**src/rtl/sdl_pkg.sv**
```systemverilog
package sdl_pkg;

  typedef enum logic {
    MODE_FILTER   = 1'b0,
    MODE_LOSSLESS = 1'b1
  } sdl_mode_e;

  function automatic int unsigned cnt_width(input int unsigned dly);
    return (dly < 2) ? 1 : $clog2(dly + 1);
  endfunction

endpackage

```
**src/rtl/sdl_mode_latch.sv**
```systemverilog
module sdl_mode_latch
  import sdl_pkg::*;
(
  input  logic      clk,
  input  logic      rst,
  input  logic      mode_sel,
  output sdl_mode_e mode
);

  sdl_mode_e mode_q;

  always_ff @(posedge clk) begin
    if (rst) mode_q <= sdl_mode_e'(mode_sel);
  end

  assign mode = mode_q;


  mode_frozen_chk: assert property (@(posedge clk) disable iff (rst)
    !rst |=> $stable(mode_q));

endmodule

```
**src/rtl/sdl_lossless_chain.sv**
```systemverilog
module sdl_lossless_chain #(
  parameter int unsigned DELAY = 8
) (
  input  logic clk,
  input  logic rst,
  input  logic din,
  output logic dout
);

  localparam int unsigned STAGES = DELAY + 1;

  logic [STAGES-1:0] stage_q;

  always_ff @(posedge clk) begin
    if (rst) stage_q[0] <= 1'b0;
    else     stage_q[0] <= din;
  end

  for (genvar k = 1; k < STAGES; k++) begin : g_stage
    always_ff @(posedge clk) begin
      if (rst) stage_q[k] <= 1'b0;
      else     stage_q[k] <= stage_q[k-1];
    end
  end

  assign dout = stage_q[STAGES-1];


  chain_flushed_chk: assert property (@(posedge clk) disable iff (rst)
    $fell(rst) |-> (stage_q == '0));

endmodule

```
**src/rtl/sdl_filter_slot.sv**
```systemverilog
module sdl_filter_slot #(
  parameter int unsigned DELAY = 8
) (
  input  logic clk,
  input  logic rst,
  input  logic din,
  output logic dout
);

  localparam int unsigned CW = sdl_pkg::cnt_width(DELAY);
  localparam logic [CW-1:0] LOAD = CW'(DELAY);
  localparam logic [CW-1:0] LAST = CW'(1);

  logic          prev_q;
  logic          out_q;
  logic          pend_q;
  logic          tgt_q;
  logic [CW-1:0] cnt_q;

  logic          change;
  logic          due;
  logic          out_nx;

  assign change = (din != prev_q);
  assign due    = pend_q && (cnt_q == LAST);
  assign out_nx = due ? tgt_q : out_q;

  always_ff @(posedge clk) begin
    if (rst) begin
      prev_q <= 1'b0;
      out_q  <= 1'b0;
      pend_q <= 1'b0;
      tgt_q  <= 1'b0;
      cnt_q  <= '0;
    end else begin
      prev_q <= din;
      out_q  <= out_nx;
      if (change) begin
        if (din != out_nx) begin
          pend_q <= 1'b1;
          tgt_q  <= din;
          cnt_q  <= LOAD;
        end else begin
          pend_q <= 1'b0;
          cnt_q  <= '0;
        end
      end else if (pend_q) begin
        pend_q <= !due;
        cnt_q  <= cnt_q - LAST;
      end
    end
  end

  assign dout = out_q;


  slot_cleared_chk: assert property (@(posedge clk) disable iff (rst)
    $fell(rst) |-> (!pend_q && !out_q));


  book_on_change_chk: assert property (@(posedge clk) disable iff (rst)
    (change && (din != out_nx)) |=> (pend_q && (cnt_q == LOAD) && (tgt_q == $past(din))));


  hold_while_waiting_chk: assert property (@(posedge clk) disable iff (rst)
    (pend_q && (cnt_q != LAST) && !change) |=> $stable(out_q));


  booking_differs_chk: assert property (@(posedge clk) disable iff (rst)
    pend_q |-> (tgt_q != out_q));

endmodule

```
**src/rtl/sim_delay_line.sv**
```systemverilog
module sim_delay_line
  import sdl_pkg::*;
#(
  parameter int unsigned DELAY = 8
) (
  input  logic clk,
  input  logic rst,
  input  logic mode_sel,
  input  logic din,
  output logic dout
);

  sdl_mode_e mode;
  logic      filt_out;
  logic      loss_out;

  sdl_mode_latch u_mode (
    .clk      (clk),
    .rst      (rst),
    .mode_sel (mode_sel),
    .mode     (mode)
  );

  sdl_filter_slot #(.DELAY(DELAY)) u_filter (
    .clk  (clk),
    .rst  (rst),
    .din  (din),
    .dout (filt_out)
  );

  sdl_lossless_chain #(.DELAY(DELAY)) u_chain (
    .clk  (clk),
    .rst  (rst),
    .din  (din),
    .dout (loss_out)
  );

  assign dout = (mode == MODE_LOSSLESS) ? loss_out : filt_out;


  out_low_after_reset_chk: assert property (@(posedge clk) disable iff (rst)
    $fell(rst) |-> !dout);

endmodule

```
**config.mk**
```make
export PLATFORM = sky130hd
export DESIGN_NAME = sim_delay_line
export DESIGN_NICKNAME = d
export VERILOG_FILES = /design/src/rtl/sdl_pkg.sv /design/src/rtl/sdl_mode_latch.sv /design/src/rtl/sdl_lossless_chain.sv /design/src/rtl/sdl_filter_slot.sv /design/src/rtl/sim_delay_line.sv
export SDC_FILE = /design/constraint.sdc
export NUM_CORES = 1
export LEC_CHECK = 0
export BUFFER_PORTS_ARGS = -buffer_cell sky130_fd_sc_hd__buf_2
export CAP_MARGIN = 30
export CORE_AREA = 2 2 40 42
export CTS_CLUSTER_DIAMETER = 200
export DETAILED_ROUTE_END_ITERATION = 16
export DIE_AREA = 0 0 42 44
export GPL_ROUTABILITY_DRIVEN = 1
export PLACE_DENSITY = 0.67
export SLEW_MARGIN = 15
export SYNTH_ARGS = -nofsm -noshare
export SYNTH_HDL_FRONTEND = slang
export SYNTH_SLANG_ARGS = --single-unit
```
**constraint.sdc**
```tcl
create_clock -name clk -period 1.53 [get_ports clk]
set_input_delay 0.0765 -clock clk [delete_from_list [all_inputs] [get_ports clk]]
set_output_delay 0.0765 -clock clk [all_outputs]
set_load 0.01 [all_outputs]
```
==> flow_summary.ini <==
[status]
status = finished, final reports clean

[finish]
diodes = 0
final_common_cell = dfxtp_1
syn_to_final_growth_pct = 19.1
nNetsFinal = 83
drive_gt1_share_pct = 23.7
most-common-layout-cells = dfxtp_1, nor2b_1, nor2_1
finish.instance_area_um2 = 766
final_core_util_pct = 54.0

[pwr]
ir_drop_mv = 0.556
power_frac_seq_pct = 60.6
p_leak_nw = 0.315
clkPwrFrac_pct = 29.6
combinationalPowerShare_pct = 9.7
swShare_pct = 23.7
power_density_nw_per_um2 = 1030
p_sw_uw = 187
intPower_uw = 602

[global_routing]
overflow = 0
first_global_vias = 379
antenna_found_initial = 0
grt_pass1_wl_um = 1500
grt_max_degree = 16
grtUsageTotal_pct = 11.3

[floorplan]
dieArea_um2 = 1850
initial_utilization_pct = 45.3
die_x_um = 42
io_pins = 5
fp.dieH_um = 44
core-area_um2 = 1420
row_count = 14

[routing]
vias_per_cell = 4.84
drt_iter0_markers = 7
ant_nets = 0
vias = 445
routedWlPerCell_um = 9.98
drc = 0
wl_um = 918
firstDrtPassIters = 3

[setup_path]
crit_path_max_fanout = 2
critPathLaunchType = flip-flop
crit_type = reg -> reg
regToRegEndpoint = u_filter.cnt_q[3]
reg2reg_slack_ns = 0.05
regToRegStartpoint = u_filter.cnt_q[1]
critPathRequiredTime_ns = 1.71
worstPathArrival_ns = 1.66
end_kind = flip-flop
reg2reg_depth = 6

[synthesis]
avgSynthCellArea_um2 = 10.0
synthMuxAreaShare_pct = 4.86
yosysWarningCount = 0
ys_seq_elements = 17
synthesis.area_um2 = 643
syn_inst = 64
synth_area_leaders = dfxtp_1, nor2b_1, edfxtp_1
synth_top_area_cell = dfxtp_1
ys_seq_area_share_pct = 54.5
synthAdderAreaFrac_pct = 3.89
synthXorXnorAreaFrac_pct = 4.09
yosysUniqueCellTypes = 22
synth_top_family_by_area = simple AND/OR/NAND/NOR gates
yosys.area_share.simple_pct = 23.3
synth_compound_area_share_pct = 6.42
synth_top_area_share_pct = 49.8
syn_nets = 70

[sta]
rsz0062_at_grt = false
fin_skew_ns = 0.00161
hold_viol = 0
fin_crit_sh_pct = 96.4
holdWs_ns = 0.110
worst_slack_ns = 0.0544
clock.fmax_ghz = 0.678
min_period_ns = 1.48
worst_pin_slew_ns = 0.311
slew_violations = 0
relSlewSlack_pct = 79.0
setup_violations = 0
tns_ns = 0

[hold_path]
hold_depth = 2
hp-start = din
min_path_type = in -> reg
worst_hold_path.endpoint = u_filter.prev_q

[clock_tree]
cts_buffer_depth = 2
clock_latency_ns = 0.29
cts_num_sinks = 17
cts_tree = yes
cts_root_buf = clkbuf_4
numCtsBuffers = 3
clk_pin_slew_ns = 0.09
htreeDepth = 1

[placement]
pre_cts_ws_ns = 0.0218
dp_hpwl_um = 634
portBuffers = 4
place_area_um2 = 694
place.gp.congestion = 0.768

[flow_run]
max-cap-violations = 0
-- flip-flops by register name, summed over array words and instances, names as in the netlist --
| signal | flops |
|---|---|
| u_chain.dout | 1 |
| u_chain.stage_q | 7 |
| u_filter.cnt_q | 4 |
| u_filter.dout | 1 |
| u_filter.pend_q | 1 |
| u_filter.prev_q | 1 |
| u_filter.tgt_q | 1 |
| u_mode.mode | 1 |
-- timing repair --
action,CTS,global route
hold buffers,1,0
resized for setup,3,3
pin swaps,2,2
endpoints found under the hold margin,1,0
setup buffers,2,0
setup endpoints to repair,1,2
-- final cells by class --
| class | count | area [um^2] |
|---|---|---|
| clock buffers | 3 | 22.5 |
| inverters | 4 | 15.0 |
| fillers | 136 | 653 |
| well taps | 16 | 20.0 |
| repair buffers | 9 | 60.1 |
| multi-input cells | 42 | 290 |
| flip-flops and latches | 17 | 353 |
| clock inverters | 1 | 5.00 |
-- synthesized netlist by cell type, drive strengths merged --
cell    number
and2         2
or3          1
clkbuf       1
nand2b       1
and4bb       1
mux2i        2
nor4b        1
xor2         2
xnor2        1
nor2         6
mux2         1
nand2        4
inv          4
dfxtp       16
a211oi       1
o21ai        4
edfxtp       1
o221ai       1
ha           2
a21oi        1
nor3         2
nor2b        9
-- logic make-up (layout without fill, tap and decap cells) --
logic type	after synthesis	count (layout)
DFF	17	17
buffers and inverters	5	17
xor gates and xnor gates	3	3
and+or+nand+nor	27	27
AOI/OAI and AO/OA	7	7
adders and majority gates	2	2
muxes	3	3
-- stage by stage --
stage | std cells | total power, mW
after floorplan | 64 | 0.532
after global placement | 85 | 0.554
after detailed placement | 85 | 0.556
after CTS | 92 | 0.798
after global routing | 92 | 0.819
final | 92 | 0.789
-- layer usage --
layer	vias to the layer above	share of wire, %	routed length (um)	GRT usage [%]
met5	-	0	0	0
met4	0	2.7	25	11.6
met3	2	3.4	31	2.50
met2	10	39	361	15.6
met1	198	54	499	14.0
li1	235	-	-	-
-- power groups by stage --
stage	clock network [mW]	logic [mW]	registers, mW
3_3_place_gp	0	0.0670	0.487
5_1_grt	0.253	0.0852	0.481
3_5_place_dp	0	0.0684	0.487
4_1_cts	0.245	0.0757	0.477
6_report	0.234	0.0769	0.478
2_1_floorplan	0	0.0445	0.487
-- worst max path at each step --
stage,from,end,cells past startpoint
3_5_place_dp,u_filter.cnt_q[1],u_filter.cnt_q[3],6
2_1_floorplan,u_filter.cnt_q[0],u_filter.cnt_q[3],5
3_3_place_gp,u_filter.cnt_q[1],u_filter.cnt_q[3],6
4_1_cts,u_filter.cnt_q[1],u_filter.cnt_q[3],6
6_report,u_filter.cnt_q[1],u_filter.cnt_q[3],6
5_1_grt,u_filter.cnt_q[1],u_filter.cnt_q[3],6
-- critical path: stages (launching register included) --
cell and delay (ns):
dfxtp_2 0.33, inv_2 0.07, ha_4 0.12, and4bb_2 0.26, mux2i_2 0.25, mux2i_1 0.25
nand2_1 0.08
(Power assumes the default switching activity.)
